--- src/rtl/ppm_pkg.sv ---
`timescale 1ns/1ps
package ppm_pkg;
  localparam int SLOTS = 16;
  localparam int NIB_W = 4;
  typedef enum logic [1:0] {
    ST_IDLE = 2'd0,
    ST_CAL  = 2'd1,
    ST_RUN  = 2'd2
  } dec_st_e;
endpackage

--- src/rtl/ppm_gap_meter.sv ---
`timescale 1ns/1ps
module ppm_gap_meter #(
  parameter int CW = 4
) (
  input  logic          clk,
  input  logic          rst_n,
  input  logic          tick,
  input  logic          gap,
  input  logic [CW-1:0] min_w,
  input  logic [CW-1:0] max_w,
  output logic          fall,
  output logic          rise,
  output logic          rise_ok
);
  localparam logic [CW-1:0] WSAT = '1;

  logic          gap_q;
  logic [CW-1:0] wcnt, wcnt_d;

  always_comb begin
    fall    = tick & gap & ~gap_q;
    rise    = tick & ~gap & gap_q;
    rise_ok = rise & (wcnt >= min_w) & (wcnt <= max_w);
    wcnt_d  = wcnt;
    if (fall)
      wcnt_d = {{(CW-1){1'b0}}, 1'b1};
    else if (gap && wcnt != WSAT)
      wcnt_d = wcnt + 1'b1;
  end

  always_ff @(posedge clk or negedge rst_n) begin
    if (!rst_n) begin
      gap_q <= 1'b0;
      wcnt  <= '0;
    end else if (tick) begin
      gap_q <= gap;
      wcnt  <= wcnt_d;
    end
  end

  AST_WIDTH_GROWS: assert property (@(posedge clk) disable iff (!rst_n)
    (tick && gap && gap_q && wcnt != WSAT) |=> (wcnt == $past(wcnt) + 1'b1));
endmodule

--- src/rtl/ppm_slot_timer.sv ---
`timescale 1ns/1ps
module ppm_slot_timer
  import ppm_pkg::*;
#(
  parameter int PW = 5
) (
  input  logic             clk,
  input  logic             rst_n,
  input  logic             tick,
  input  logic             start,
  input  logic             run,
  input  logic [PW-1:0]    pos_len,
  output logic [NIB_W-1:0] slot,
  output logic             win_end
);
  logic [PW-1:0]    pos_cnt, pos_cnt_d;
  logic [NIB_W-1:0] slot_d;
  logic             pos_last, en;

  always_comb begin
    pos_last  = (pos_cnt == pos_len - 1'b1);
    win_end   = tick & run & pos_last & (slot == NIB_W'(SLOTS-1));
    en        = tick & (start | run);
    pos_cnt_d = pos_cnt;
    slot_d    = slot;
    if (start) begin
      pos_cnt_d = PW'(1);
      slot_d    = '0;
    end else if (pos_last) begin
      pos_cnt_d = '0;
      slot_d    = slot + 1'b1;
    end else begin
      pos_cnt_d = pos_cnt + 1'b1;
    end
  end

  always_ff @(posedge clk or negedge rst_n) begin
    if (!rst_n) begin
      pos_cnt <= '0;
      slot    <= '0;
    end else if (en) begin
      pos_cnt <= pos_cnt_d;
      slot    <= slot_d;
    end
  end

  AST_SLOT_STEP: assert property (@(posedge clk) disable iff (!rst_n)
    (tick && run && !start && pos_last) |=> (slot == $past(slot) + 1'b1));
  AST_POS_RANGE: assert property (@(posedge clk) disable iff (!rst_n)
    run |-> (pos_cnt < pos_len));
endmodule

--- src/rtl/ppm_word_asm.sv ---
`timescale 1ns/1ps
module ppm_word_asm
  import ppm_pkg::*;
#(
  parameter  int SYMS   = 3,
  localparam int WORD_W = SYMS * NIB_W
) (
  input  logic              clk,
  input  logic              rst_n,
  input  logic              run,
  input  logic              clr,
  input  logic              fall,
  input  logic              rise,
  input  logic              rise_ok,
  input  logic [NIB_W-1:0]  slot,
  input  logic              win_end,
  output logic [WORD_W-1:0] word_o,
  output logic              word_valid_o,
  output logic              parity_err_o,
  output logic              sym_err_o,
  output logic              done
);
  localparam int SCW = (SYMS > 1) ? $clog2(SYMS) : 1;

  logic [NIB_W-1:0]  cand, cand_d, hit, hit_d, new_nib;
  logic              have, have_d, multi, multi_d, in_gap, in_gap_d;
  logic [SCW-1:0]    sym_cnt, sym_cnt_d;
  logic [WORD_W-1:0] acc, acc_d, acc_nx, word_d;
  logic              valid_d, perr_d, serr_d;
  logic              comp, one_ok, last_sym;

  always_comb begin
    comp     = run & in_gap & rise_ok;
    one_ok   = (have & ~multi & ~comp) | (~have & comp);
    new_nib  = have ? hit : cand;
    acc_nx   = {acc[WORD_W-NIB_W-1:0], new_nib};
    last_sym = (sym_cnt == SCW'(SYMS-1));
    done     = win_end & (~one_ok | last_sym);

    cand_d    = cand;
    hit_d     = hit;
    have_d    = have;
    multi_d   = multi;
    in_gap_d  = in_gap;
    sym_cnt_d = sym_cnt;
    acc_d     = acc;
    word_d    = word_o;
    perr_d    = parity_err_o;
    valid_d   = 1'b0;
    serr_d    = 1'b0;

    if (clr) begin
      have_d    = 1'b0;
      multi_d   = 1'b0;
      in_gap_d  = 1'b0;
      sym_cnt_d = '0;
    end else if (win_end) begin
      have_d   = 1'b0;
      multi_d  = 1'b0;
      in_gap_d = 1'b0;
      if (one_ok) begin
        acc_d = acc_nx;
        if (last_sym) begin
          word_d    = acc_nx;
          perr_d    = ^acc_nx;
          valid_d   = 1'b1;
          sym_cnt_d = '0;
        end else begin
          sym_cnt_d = sym_cnt + 1'b1;
        end
      end else begin
        serr_d    = 1'b1;
        sym_cnt_d = '0;
      end
    end else if (run) begin
      if (fall) begin
        in_gap_d = 1'b1;
        cand_d   = slot;
      end
      if (rise)
        in_gap_d = 1'b0;
      if (comp) begin
        if (have) multi_d = 1'b1;
        else begin
          have_d = 1'b1;
          hit_d  = cand;
        end
      end
    end
  end

  always_ff @(posedge clk or negedge rst_n) begin
    if (!rst_n) begin
      cand         <= '0;
      hit          <= '0;
      have         <= 1'b0;
      multi        <= 1'b0;
      in_gap       <= 1'b0;
      sym_cnt      <= '0;
      acc          <= '0;
      word_o       <= '0;
      parity_err_o <= 1'b0;
      word_valid_o <= 1'b0;
      sym_err_o    <= 1'b0;
    end else begin
      cand         <= cand_d;
      hit          <= hit_d;
      have         <= have_d;
      multi        <= multi_d;
      in_gap       <= in_gap_d;
      sym_cnt      <= sym_cnt_d;
      acc          <= acc_d;
      word_o       <= word_d;
      parity_err_o <= perr_d;
      word_valid_o <= valid_d;
      sym_err_o    <= serr_d;
    end
  end

  AST_WORD_HOLD: assert property (@(posedge clk) disable iff (!rst_n)
    1'b1 |=> (word_valid_o || $stable(word_o)));
  AST_VALID_PULSE: assert property (@(posedge clk) disable iff (!rst_n)
    word_valid_o |=> !word_valid_o);
  AST_SERR_PULSE: assert property (@(posedge clk) disable iff (!rst_n)
    sym_err_o |=> !sym_err_o);
endmodule

--- src/rtl/ppm_sym_decoder.sv ---
`timescale 1ns/1ps
module ppm_sym_decoder
  import ppm_pkg::*;
#(
  parameter int POS_N  = 16,
  parameter int POS_F  = 8,
  parameter int GMIN_N = 3,
  parameter int GMAX_N = 10,
  parameter int GMIN_F = 2,
  parameter int GMAX_F = 4,
  parameter int SYMS   = 3
) (
  input  logic                    clk,
  input  logic                    rst_n,
  input  logic                    tick,
  input  logic                    fast_mode,
  input  logic                    gap_n,
  output logic [SYMS*NIB_W-1:0]   word_o,
  output logic                    word_valid_o,
  output logic                    parity_err_o,
  output logic                    sym_err_o
);
  localparam int POS_MAX = (POS_N > POS_F) ? POS_N : POS_F;
  localparam int GAP_MAX = (GMAX_N > GMAX_F) ? GMAX_N : GMAX_F;
  localparam int PW      = $clog2(POS_MAX + 1);
  localparam int CW      = $clog2(GAP_MAX + 2);

  logic [1:0]       rs;
  logic             rst_n_s;
  dec_st_e          st_q, st_d;
  logic             mode_q, mode_d, start, run, done;
  logic             fall, rise, rise_ok, win_end;
  logic [PW-1:0]    pos_len;
  logic [CW-1:0]    min_w, max_w;
  logic [NIB_W-1:0] slot;

  always_ff @(posedge clk or negedge rst_n) begin
    if (!rst_n) rs <= 2'b00;
    else        rs <= {rs[0], 1'b1};
  end
  assign rst_n_s = rs[1];

  always_comb begin
    pos_len = mode_q ? PW'(POS_F)  : PW'(POS_N);
    min_w   = mode_q ? CW'(GMIN_F) : CW'(GMIN_N);
    max_w   = mode_q ? CW'(GMAX_F) : CW'(GMAX_N);
    run     = (st_q == ST_RUN);
  end

  always_comb begin
    st_d   = st_q;
    mode_d = mode_q;
    start  = 1'b0;
    case (st_q)
      ST_IDLE: if (fall) begin
        st_d   = ST_CAL;
        mode_d = fast_mode;
      end
      ST_CAL: if (rise) begin
        if (rise_ok) begin
          st_d  = ST_RUN;
          start = 1'b1;
        end else begin
          st_d = ST_IDLE;
        end
      end
      ST_RUN: if (done) st_d = ST_IDLE;
      default: st_d = ST_IDLE;
    endcase
  end

  always_ff @(posedge clk or negedge rst_n_s) begin
    if (!rst_n_s) begin
      st_q   <= ST_IDLE;
      mode_q <= 1'b0;
    end else begin
      st_q   <= st_d;
      mode_q <= mode_d;
    end
  end

  ppm_gap_meter #(.CW(CW)) u_meter (
    .clk(clk), .rst_n(rst_n_s), .tick(tick), .gap(~gap_n),
    .min_w(min_w), .max_w(max_w),
    .fall(fall), .rise(rise), .rise_ok(rise_ok)
  );

  ppm_slot_timer #(.PW(PW)) u_timer (
    .clk(clk), .rst_n(rst_n_s), .tick(tick), .start(start), .run(run),
    .pos_len(pos_len), .slot(slot), .win_end(win_end)
  );

  ppm_word_asm #(.SYMS(SYMS)) u_asm (
    .clk(clk), .rst_n(rst_n_s), .run(run), .clr(start),
    .fall(fall), .rise(rise), .rise_ok(rise_ok), .slot(slot), .win_end(win_end),
    .word_o(word_o), .word_valid_o(word_valid_o), .parity_err_o(parity_err_o),
    .sym_err_o(sym_err_o), .done(done)
  );

  AST_VALID_IN_RUN: assert property (@(posedge clk) disable iff (!rst_n_s)
    word_valid_o |-> $past(st_q == ST_RUN));
  AST_SERR_IN_RUN: assert property (@(posedge clk) disable iff (!rst_n_s)
    sym_err_o |-> $past(st_q == ST_RUN));
  AST_BAD_CAL_IDLE: assert property (@(posedge clk) disable iff (!rst_n_s)
    (st_q == ST_CAL && rise && !rise_ok) |=> (st_q == ST_IDLE));
  AST_MODE_HOLD: assert property (@(posedge clk) disable iff (!rst_n_s)
    (st_q == ST_RUN && $past(st_q) == ST_RUN) |-> $stable(mode_q));
endmodule

--- config.mk ---
export PLATFORM = sky130hd
export DESIGN_NAME = ppm_sym_decoder
export DESIGN_NICKNAME = d
export VERILOG_FILES = /design/src/rtl/ppm_pkg.sv /design/src/rtl/ppm_gap_meter.sv /design/src/rtl/ppm_slot_timer.sv /design/src/rtl/ppm_word_asm.sv /design/src/rtl/ppm_sym_decoder.sv
export SDC_FILE = /design/constraint.sdc
export NUM_CORES = 1
export LEC_CHECK = 0
export BUFFER_PORTS_ARGS = -buffer_cell sky130_fd_sc_hd__buf_4
export CAP_MARGIN = 20
export CORE_ASPECT_RATIO = 2
export CORE_MARGIN = 2
export CORE_UTILIZATION = 30
export DETAILED_ROUTE_END_ITERATION = 8
export HOLD_SLACK_MARGIN = 0.1
export PLACE_DENSITY = 0.46
export SETUP_SLACK_MARGIN = 0.1
export SYNTH_ARGS = -nofsm -noshare
export SYNTH_HDL_FRONTEND = slang
export SYNTH_SLANG_ARGS = --single-unit
--- constraint.sdc ---
create_clock -name clk -period 4.62 [get_ports clk]
set_input_delay 0.924 -clock clk [delete_from_list [all_inputs] [get_ports clk]]
set_output_delay 0.924 -clock clk [all_outputs]
set_load 0.02 [all_outputs]
After elaboration in Yosys (flattened, before gate mapping) --
Cells that the tools add are included.
Storage, ports and cells: bits in registers 55, input port bits 5, output and inout port bits 15, logic and storage cells 125
Operators by class: add/subtract/negate cells 5, magnitude comparators 2, equality and inequality tests 9, muxes and demuxes 43, bitwise gates (word level) 27, reduce and logical (&&, ||, !) cells 21
Operators with widths (number):
- 2-to-1 mux 1 bit | 25
- 2-to-1 mux 4 bit | 6
- AND 1 bit | 16
- 2-to-1 mux 2 bit | 8
- 2-to-1 mux 5 bit | 3
- AND reduction 4 bit | 3
- XOR reduction 12 bit | 1
- AND reduction 2 bit | 5
- AND reduction 3 bit | 3
- nonzero test 3 bit | 3
- adder 4 x 1 -> 4 bit, second input constant | 2
- inverter 1 bit | 8
- inequality test 2 bit, second input constant | 3
- one-hot mux 2 bit (3 select lines) | 1
- nonzero test 2 bit | 3
- adder 5 x 1 -> 5 bit, second input constant | 1
- == test 5 bit | 1
- subtractor 5 x 1 -> 5 bit, second input constant | 1
- == test 2 bit, second input constant | 2
- == test 4 bit, second input constant | 1
- >= comparator 4 x 2 -> 1 bit | 1
- <= comparator 4 bit | 1
- inequality test 4 bit, second input constant | 1
- nonzero test 4 bit | 1
- other kinds (5) | 7

Longest topological paths before layout --
Gate-level depths: netlist (run 1).
depth in word-level cells 13, mapped depth 9, depth with buffers taken out 8

Cells and area by module --
A second synthesis (run 1) with hierarchy kept.
Second synthesis, totals: cell total of the unflattened synthesis 269, area total of the unflattened synthesis 2986.6 sq um
By module, submodules not included:
- ppm_word_asm | times used 1, cells each 118, area each 1615.3 sq um, sequential area each 900.9 sq um
- ppm_slot_timer | times used 1, cells each 80, area each 700.7 sq um, sequential area each 225.2 sq um
- ppm_gap_meter | times used 1, cells each 53, area each 459.2 sq um, sequential area each 125.1 sq um
- ppm_sym_decoder | times used 1, cells each 18, area each 211.5 sq um, sequential area each 125.1 sq um

Worst setup path after synthesis (run 1) --
OpenSTA, ideal clock, no wires.
path type input port to flip-flop, from in tick, to reg u_asm.acc[0], data arrival time 2.514 ns, required time 4.495 ns, slack 1.981 ns, stages on the path 6, path through nand3b_1 nor4_4 nand4_4 or4_4 o31ai_4 mux2_2
On the way: word-level cells in the longest chain between the ends 9
Ends and longest elaborated chain:
- start: declaration | RTL line ppm_sym_decoder.sv:15 | input logic tick,
- AND 1 bit (2 in series) | RTL line ppm_gap_meter.sv:22 | rise = tick & ~gap & gap_q;
- AND 1 bit (2 in series) | RTL line ppm_gap_meter.sv:23 | rise_ok = rise & (wcnt >= min_w) & (wcnt <= max_w);
- 2-to-1 mux 1 bit or AND 1 bit (tied branches) | RTL line ppm_sym_decoder.sv:60, ppm_word_asm.sv:33
- 2-to-1 mux 1 bit or inverter 1 bit (tied branches) | RTL line ppm_sym_decoder.sv:59, ppm_word_asm.sv:34
- 2-to-1 mux 1 bit or AND 1 bit (tied branches) | RTL line ppm_sym_decoder.sv:54, ppm_word_asm.sv:34
- inverter 1 bit (no line) or OR 1 bit (tied branches)
- AND reduction 3 bit (no line) *
- end signal: assignment | RTL line ppm_word_asm.sv:100 | acc <= '0;
- end signal: assignment | RTL line ppm_word_asm.sv:112 | acc <= acc_d;
- end: declaration | RTL line ppm_word_asm.sv:28 | logic [WORD_W-1:0] acc, acc_d, acc_nx, word_d;
Mark *: on every way between the ends. The rest lies on a longest branch, timed or not. A chain may end at the register's enable or synchronous reset.

Final worst setup path (run 1) --
from reg mode_q, to reg u_asm.hit[2]
On the way: word-level cells in the longest chain between the ends 9
Ends and longest elaborated chain:
- start: declaration | RTL line ppm_sym_decoder.sv:31 | logic mode_q, mode_d, start, run, done;
- start signal: assignment | RTL line ppm_sym_decoder.sv:78 | mode_q <= mode_d;
- 2-to-1 mux 1 bit | RTL line ppm_sym_decoder.sv:45 | min_w = mode_q ? CW'(GMIN_F) : CW'(GMIN_N);
- >= comparator 4 x 2 -> 1 bit | RTL line ppm_gap_meter.sv:23
- AND 1 bit (2 in series) | RTL line ppm_gap_meter.sv:23
- 2-to-1 mux 1 bit | RTL line ppm_sym_decoder.sv:60 | if (rise_ok) begin
- 2-to-1 mux 1 bit | RTL line ppm_sym_decoder.sv:59 | ST_CAL: if (rise) begin
- 2-to-1 mux 1 bit | RTL line ppm_sym_decoder.sv:54 | case (st_q)
- inverter 1 bit (no line)
- AND reduction 4 bit (no line) *
- end signal: assignment | RTL line ppm_word_asm.sv:107 | hit <= hit_d;
- end: declaration | RTL line ppm_word_asm.sv:25 | logic [NIB_W-1:0] cand, cand_d, hit, hit_d, new_nib;
Marked as above.

==> results.md, run 1 <==
| Metric | Value |
|:---|:---|
| CTS tree | built |
| Count of flip-flops with a built-in enable after synthesis | 0 |
| # port buffers | 19 |
| Total die area | 0.00964 mm² |
| Worst reg2reg setup slack | 1.92 ns |
| Net count, final | 257 |
| Synthesized net count | 233 |
| Wire length per cell | 14.9 µm |
| CTS Hold Bufs | 0 |
| Number of placed I/O pins | 20 |
| Predominant post-synthesis flop cell | dfrtp_1 |
| Top fanout value on the critical path | 13 |
| Number of clock sinks | 55 |
| Detailed router's first-iteration violation count | 68 |
| List of cells traversed by the critical path | inv_1, ha_1, nor2b_1, o21a_1, o21ai_0, and3_1, nand3b_1, mux2_2 |
| Remaining DRCs | 0 |
| Vias in the first global route | 1755 |
| Routability congestion estimate from global placement | 0.801 |
| Routed via count | 1701 |
| Die extent in x | 70.4 µm |
| HPWL after detailed placement | 3740 µm |
| Worst-margin pin slew | 0.697 ns |
| First-pass GRT wire length | 8770 µm |
| Via density per instance | 4.92 |
| Share of the synthesized area in the top cell type | 0.520 |
| Worst setup EP type | flop |
| Run status | finished clean |
| Maximum clock path buffer count | 2 |
| Cell type of the slowest stage on the worst timing path | and3_1 |
| Final max-slew violation count | 0 |
| Resized cells post-CTS | 0 |
| Antenna violations before repair | 0 |
| Area of the placeable core | 0.00859 mm² |
| Most common cell after layout, fill and taps aside | dfrtp_1 |
| TritonCTS Buffers | 5 |
| CP arrival | 2.88 ns |
| Mean cell area of the mapped netlist | 12.0 µm² |
| Buffers inserted by post-CTS timing repair | 0 |
| Share of the yosys chip area belonging to registers | 0.520 |
| Flop and latch count out of synthesis | 55 |
| Insertion delay to the later sink of the worst-skew pair | 0.29 ns |
| Maxcap violations | 0 |
| Hold crit path type | flop to flop |
| Critical path class | flop to flop |
| Worst path buffer plus inverter count | 1 |
| Fraction of synthesis flops using an asynchronous set or reset pin | 1.00 |
| Fraction of layout instances using a drive strength above 1 | 0.276 |
| Remaining max-slew budget at the tightest pin | 0.535 |
| GRT Overall Usage | 0.117 |
| Remaining antenna violation count after routing | 0 |
| Synth unique cells | 41 |
| Post-route worst setup slack | 1.92 ns |
| Cell row count | 48 |
| Data required, critical path | 4.80 ns |
| Setup repair after global routing missed its margin | no |
| Antenna cells | 0 |
| Max Clock Skew | 0.00348 ns |
| Post-Place Worst Slack | 1.63 ns |
| Total setup violations reported at the end of the flow | 0 |
| Signed area change from the synthesized netlist to the final layout | 16.0% |
| Number of warning messages in the yosys log | 0 |
| CTS H-tree lvls | 2 |
| Post-layout min period | 2.70 ns |
| Dominant delay contributor by cell family on the critical path | simple AND/OR/NAND/NOR gates |
| Cell accounting for the most synthesized area | dfrtp_1 |
| Syn Inst Count | 221 |
| Starting Density | 0.308 |
| Maximum number of pins on one net before global-route repair | 54 |
| Peak VDD IR | 0.153 mV |
| Highest clock rate | 371 MHz |
| Hold Fails Final Rpt | 0 |
| Pwr per Cell Area | 358 mW/mm² |
| Total standard cell area after synthesis | 0.00265 mm² |
| Floorplan die height | 137 µm |
| Grt total ovfl | 0 |
| Final setup TNS | 0 ns |
| CTS clock-pin slew for the worst setup and hold paths | 0.07 ns |
| CP max stage delay | 0.50 ns |
| Wire length after detailed routing | 5170 µm |
| Element type at the critical path start | flop |
| Buffer type at the clock tree root | clkbuf_16 |
| Final Hold Slack | 0.348 ns |
| Most used cells in the layout excluding fill and tap cells | dfrtp_1 (54), mux2_2 (33), buf_4 (21) |
| Total leakage power | 1.50 nW |
| Top area cells in the synthesized netlist | dfrtp_1 (52%), mux2_2 (14%), xnor2_1 (3.6%) |
| Post-route clock period utilization | 0.584 |
| TritonRoute pass-1 iters | 4 |
[state kept, by name, summed over array words and instances (netlist names)]
signal	count
u_asm.acc	8
u_asm.hit	4
u_asm.word_valid_o	1
u_asm.cand	4
st_q	2
u_asm.parity_err_o	1
u_meter.wcnt	4
u_timer.pos_cnt	5
u_asm.sym_cnt	2
u_asm.word_o	12
u_asm.multi	1
mode_q	1
rs	2
u_asm.sym_err_o	1
u_asm.in_gap	1
u_timer.slot	4
u_asm.have	1
u_meter.gap_q	1
[synthesized netlist by cell type (2+ instances only)]
| cell | instances |
|---|---|
| nor2_1 | 18 |
| nand2_1 | 7 |
| nand2b_1 | 6 |
| nand4_1 | 3 |
| nand3_1 | 4 |
| xnor2_1 | 11 |
| a22o_1 | 3 |
| xor2_1 | 7 |
| dfrtp_1 | 55 |
| nor4_1 | 2 |
| mux2_2 | 33 |
| ha_1 | 7 |
| nor3b_1 | 2 |
| nor2b_1 | 5 |
| nor3_1 | 5 |
| a21oi_1 | 5 |
| inv_1 | 6 |
| o21ai_0 | 11 |
| clkbuf_1 | 2 |
| o21a_1 | 4 |
| a41oi_1 | 2 |
| and3_1 | 3 |
| nand3b_1 | 2 |
[final timing paths]
check                      startpoint              end  cells after the start
min                             rs[0]            rs[1]                      0
max                            mode_q     u_asm.hit[2]                      8
min reg2reg                     rs[0]            rs[1]                      0
min in group asynchronous       rs[1]  u_asm.word_o[5]                      1
max in group asynchronous       rs[1]    u_asm.cand[1]                      1
max reg2reg                    mode_q     u_asm.hit[2]                      8
[final cells by class]
type / instances / area (µm²)
Fill cell: 870 / 5520
Sequential cell: 55 / 1380
Multi-Input combinational cell: 156 / 1230
Timing Repair Buffer: 21 / 158
Clock buffer: 8 / 156
Tap cell: 100 / 125
Inverter: 6 / 22.5
[layer usage]
layer | part of all wire | track usage | vias up | wire length, µm
li1 | - | - | 837 | -
met3 | 0.029 | 0.0258 | 5 | 148
met1 | 0.40 | 0.125 | 836 | 2060
met2 | 0.55 | 0.216 | 23 | 2860
met5 | 0 | 0 | - | 0
met4 | 0.019 | 0.0513 | 0 | 98
[through the flow]
step	instances	util	total power, mW	area (µm²)
2_1_floorplan	221	-	0.666	2650
3_5_place_dp	338	0.339	0.710	2920
3_3_place_gp	338	0.339	0.708	2920
4_1_cts	346	0.358	1.12	3070
6_report	346	0.358	1.10	3070
5_1_grt	346	0.358	1.16	3070
[power by group]
part | internal [mW] | total (mW) | switching, mW
combinational | 0.0614 | 0.141 | 0.0800
sequential | 0.514 | 0.557 | 0.0431
clock | 0.231 | 0.400 | 0.169
total | 0.806 | 1.10 | 0.292
[cells by family after synthesis]
kind of cell,Yosys count,share of synthesized area
flops,55,0.520
simple gates,64,0.140
mux,34,0.146
other cells,1,0.00142
compound gates,32,0.0851
buf+inv,10,0.0146
fa+ha+maj,7,0.0331
xor+xnor,18,0.0595
(Power assumes the default switching activity.)
==> inputs of run 2 (changes only) <==
Settings changed: ABC_AREA set to 1, PLACE_DENSITY 0.46 to 0.47.
Clock period 4.62 ns to 2.3 ns, I/O delays scaled along.
==> run 2 against run 1 <==
  * Design area is 7.4% higher
  * Maximum frequency rose by 39%
  * Largest cell class unchanged
  * Synthesized area increased by 6.0%
  * Register-to-register slack got worse by 1.6 ns
  * Die area is 5.8% higher
  * Non-clock buffer count is 8 higher
  * Global-route usage up 2.0 points
  * Critical path depth up 3
  * Sequential cell count stayed put
  * Utilization down 0.14 points
  * Via count up 29%
  * Highest routed layer unchanged
==> results.md, run 2 <==
| Metric | Value | vs previous |
|:---|:---|:---|
| First-pass GRT wire length | 10700 µm | +22% |
| Mean cell area of the mapped netlist | 7.93 µm² | -34% |
| Most used cells in the layout excluding fill and tap cells | nand2_1 (137), dfrtp_1 (54), inv_1 (34) |  |
| Routability congestion estimate from global placement | 0.790 | -1.4% |
| Final max-slew violation count | 0 | unchanged |
| Number of placed I/O pins | 20 | unchanged |
| Hold crit path type | flop to asynchronous set/reset pin |  |
| Synth unique cells | 31 | -24% |
| Element type at the critical path start | flop |  |
| Number of warning messages in the yosys log | 0 | unchanged |
| Remaining DRCs | 0 | unchanged |
| Main combinational cell family by area after synthesis | simple AND/OR/NAND/NOR gates |  |
| Most prevalent standard cell on the critical path | nand2_1 |  |
| Share of cell area taken by muxes after synthesis | 0.00401 | -0.142 |
| Max Clock Skew | 0.00542 ns | +0.00194 ns |
| Antenna cells | 0 | unchanged |
| CTS H-tree lvls | 2 | unchanged |
| Post-route clock period utilization | 0.846 | +0.263 |
| Final Hold Slack | 0.294 ns | -0.0542 ns |
| Share of the synthesized area in the top cell type | 0.490 | -0.0297 |
| HPWL after detailed placement | 4970 µm | +33% |
| Antenna violations before repair | 0 | unchanged |
| Cells on worst reg2reg path | 11 | +3 |
| Grt total ovfl | 0 | unchanged |
| Syn Inst Count | 354 | +60% |
| Vias in the first global route | 2292 | +31% |
| Combinational power share | 0.291 | +0.162 |
| Net count, final | 396 | +54% |
| Maximum number of pins on one net before global-route repair | 29 | -46% |
| Worst reg2reg setup slack | 0.35 ns | -1.57 ns |
| Post-synthesis adder-cell area fraction | 0.0312 | -0.00189 |
| Wire length per cell | 12.8 µm | -15% |
| Top area cells in the synthesized netlist | dfrtp_1 (49%), nand2_1 (18%), inv_1 (4.5%) |  |
| CP max stage delay | 0.42 ns | -0.08 ns |
| Worst setup EP type | flop |  |
| List of cells traversed by the critical path | ha_1, a21oi_1, nand2_1, nand2_2, nand3_4, nand2_1, nand2_2, nor2_4, inv_2, nand2_1, nand2_1 |  |
| Highest clock rate | 514 MHz | +39% |
| Synth Area in Compound Gates | 0.0807 | -0.00441 |
| Peak VDD IR | 0.534 mV | +250% |
| Run status | finished clean |  |
| Switching portion of total power | 0.352 | +0.0866 |
| Total setup violations reported at the end of the flow | 0 | unchanged |
| Routed via count | 2194 | +29% |
| Most flops, register | u_asm.word_o |  |
| Cell row count | 50 | +4.2% |
| Cell accounting for the most synthesized area | dfrtp_1 |  |
| Critical path class | flop to flop |  |
| Internal Power | 1.89 mW | +130% |
| TritonRoute pass-1 iters | 4 | unchanged |
| Fin cells | 489 | +41% |
| Worst-margin pin slew | 0.645 ns | -0.0520 ns |
| Remaining max-slew budget at the tightest pin | 0.570 | +0.0347 |
| Maxcap violations | 0 | unchanged |
| Top fanout value on the critical path | 9 | -4 |
| Starting Density | 0.303 | -0.00503 |
| # placed instances | 478 | +41% |
| Insertion delay to the later sink of the worst-skew pair | 0.29 ns | about the same |
| Area of the placeable core | 0.00926 mm² | +7.8% |
| Predominant post-synthesis flop cell | dfrtp_1 |  |
| Total die area | 0.0102 mm² | +5.8% |
| Fraction of the mapped netlist area in simple logic gates | 0.292 | +0.152 |
| GRT Overall Usage | 0.137 | +0.0203 |
| Via density per instance | 4.49 | -8.7% |
| TritonCTS Buffers | 5 | unchanged |
| Fraction of layout instances using a drive strength above 1 | 0.145 | -0.131 |
| Count of flip-flops with a built-in enable after synthesis | 0 | unchanged |
| Pwr per Cell Area | 886 mW/mm² | +150% |
| Most common cell after layout, fill and taps aside | nand2_1 |  |
| Post-layout min period | 1.95 ns | -0.750 ns |
| Synthesized net count | 366 | +57% |
| Synth cell count leaders | nand2_1 (138), dfrtp_1 (55), inv_1 (34), o21ai_0 (25), nor2_1 (20) |  |
| Maximum clock path buffer count | 2 | unchanged |
| Buffer type at the clock tree root | clkbuf_16 |  |
| Wire length after detailed routing | 6250 µm | +21% |
| Top flop regs | u_asm.word_o: 12 flops, u_asm.acc: 8 flops, u_timer.pos_cnt: 5 flops |  |
| Most frequent cell after synthesis | nand2_1 |  |
| Final setup TNS | 0 ns | unchanged |
| Flip-flop count of the largest register after layout | 12 | unchanged |
| Launch instance of the worst register-to-register path | u_meter.wcnt[3] |  |
| Total standard cell area after synthesis | 0.00281 mm² | +6.0% |
| CTS clock-pin slew for the worst setup and hold paths | 0.07 ns | about the same |
| Remaining antenna violation count after routing | 0 | unchanged |
| # port buffers | 19 | unchanged |
| Cell type of the slowest stage on the worst timing path | dfrtp_1 |  |
| Total leakage power | 1.73 nW | +16% |
| Share of the yosys chip area belonging to registers | 0.490 | -0.0297 |
| Net Switching | 1.03 mW | +250% |
| Signed area change from the synthesized netlist to the final layout | 17.5% |  |
| Die extent in x | 72.4 µm | +2.8% |
| Flop and latch count out of synthesis | 55 | unchanged |
| Post-Synth XOR/XNOR Area | 0.0312 | -0.0284 |
| Setup repair after global routing missed its margin | no |  |
| Fraction of synthesis flops using an asynchronous set or reset pin | 1.00 | unchanged |
| Floorplan die height | 141 µm | +2.9% |
| Final core occ | 0.356 | -0.00145 |
| End of the worst register-to-register path | u_timer.slot[3] |  |
| CTS tree | built |  |
| Detailed router's first-iteration violation count | 96 | +41% |
| Data required, critical path | 2.48 ns | -2.32 ns |
| Reg power frac | 0.433 | -0.074 |
| CP arrival | 2.13 ns | -0.75 ns |
| Hold Fails Final Rpt | 0 | unchanged |
| Clock share of power | 0.276 | -0.088 |
| Number of clock sinks | 55 | unchanged |
==> run 2: logic make-up after synthesis <==
logic type      after synthesis
buf+inv                      46
xor+xnor                     10
simple gates                190
mux                           1
other cells                   1
fa+ha+maj                     7
compound gates               44
flops                        55
==> run 2: area by class of cell <==
cell class	count	area, µm²
multi-input cells	253	1250
fillers	1004	5960
repair buffers	29	233
inverters	40	150
well taps	104	130
clock buffers	7	153
clock inverters	1	7.51
flip-flops and latches	55	1380
==> run 2: through the flow <==
| stage | instance area [µm²] | setup slack, ns | total power [mW] |
|---|---|---|---|
| finish | 3300 | 0.354 | 2.92 |
| global route | 3300 | 0.109 | 3.16 |
| CTS | 3260 | 0.177 | 2.96 |
| detailed placement | 3090 | 0.188 | 2.13 |
| global placement | 3090 | 0.217 | 2.11 |
| floorplan | 2810 | 0.554 | 1.90 |
==> run 2: critical path: cells and delay by family, from the launching register on <==
kind	cells	cell delay (ns)
AO/OA/AOI/OAI	1	0.15
adder cells (fa/ha/maj)	1	0.33
buffers and inverters	1	0.06
flip-flops	1	0.42
AND/OR/NAND/NOR	8	0.87
==> run 2: how the worst max path moves through the flow <==
stage	depth (start not counted)	start	endpoint
2_1_floorplan	9	mode_q	u_asm.hit[3]
3_3_place_gp	11	mode_q	u_timer.slot[2]
3_5_place_dp	12	mode_q	u_timer.slot[3]
4_1_cts	11	mode_q	u_timer.slot[3]
5_1_grt	12	mode_q	u_timer.slot[2]
6_report	11	u_meter.wcnt[3]	u_timer.slot[3]
==> run 2: power by group through the flow <==
stage	sequential (mW)	combinational (mW)	clock, mW
finish	1.26	0.850	0.807
global route	1.29	0.994	0.873
CTS	1.27	0.850	0.845
detailed placement	1.28	0.847	0
global placement	1.28	0.829	0
floorplan	1.25	0.652	0
==> run 2: layer usage <==
layer	routed length, µm	global-route usage
met1	2280	0.133
met2	3730	0.272
met3	102	0.0207
met4	133	0.0585
met5	0	0
==> run 2: what timing repair did <==
action	in CTS	in global routing
resized for setup	0	2
hold endpoints to repair	2	0
hold buffers	1	0
setup buffers	0	2
setup endpoints to repair	0	26
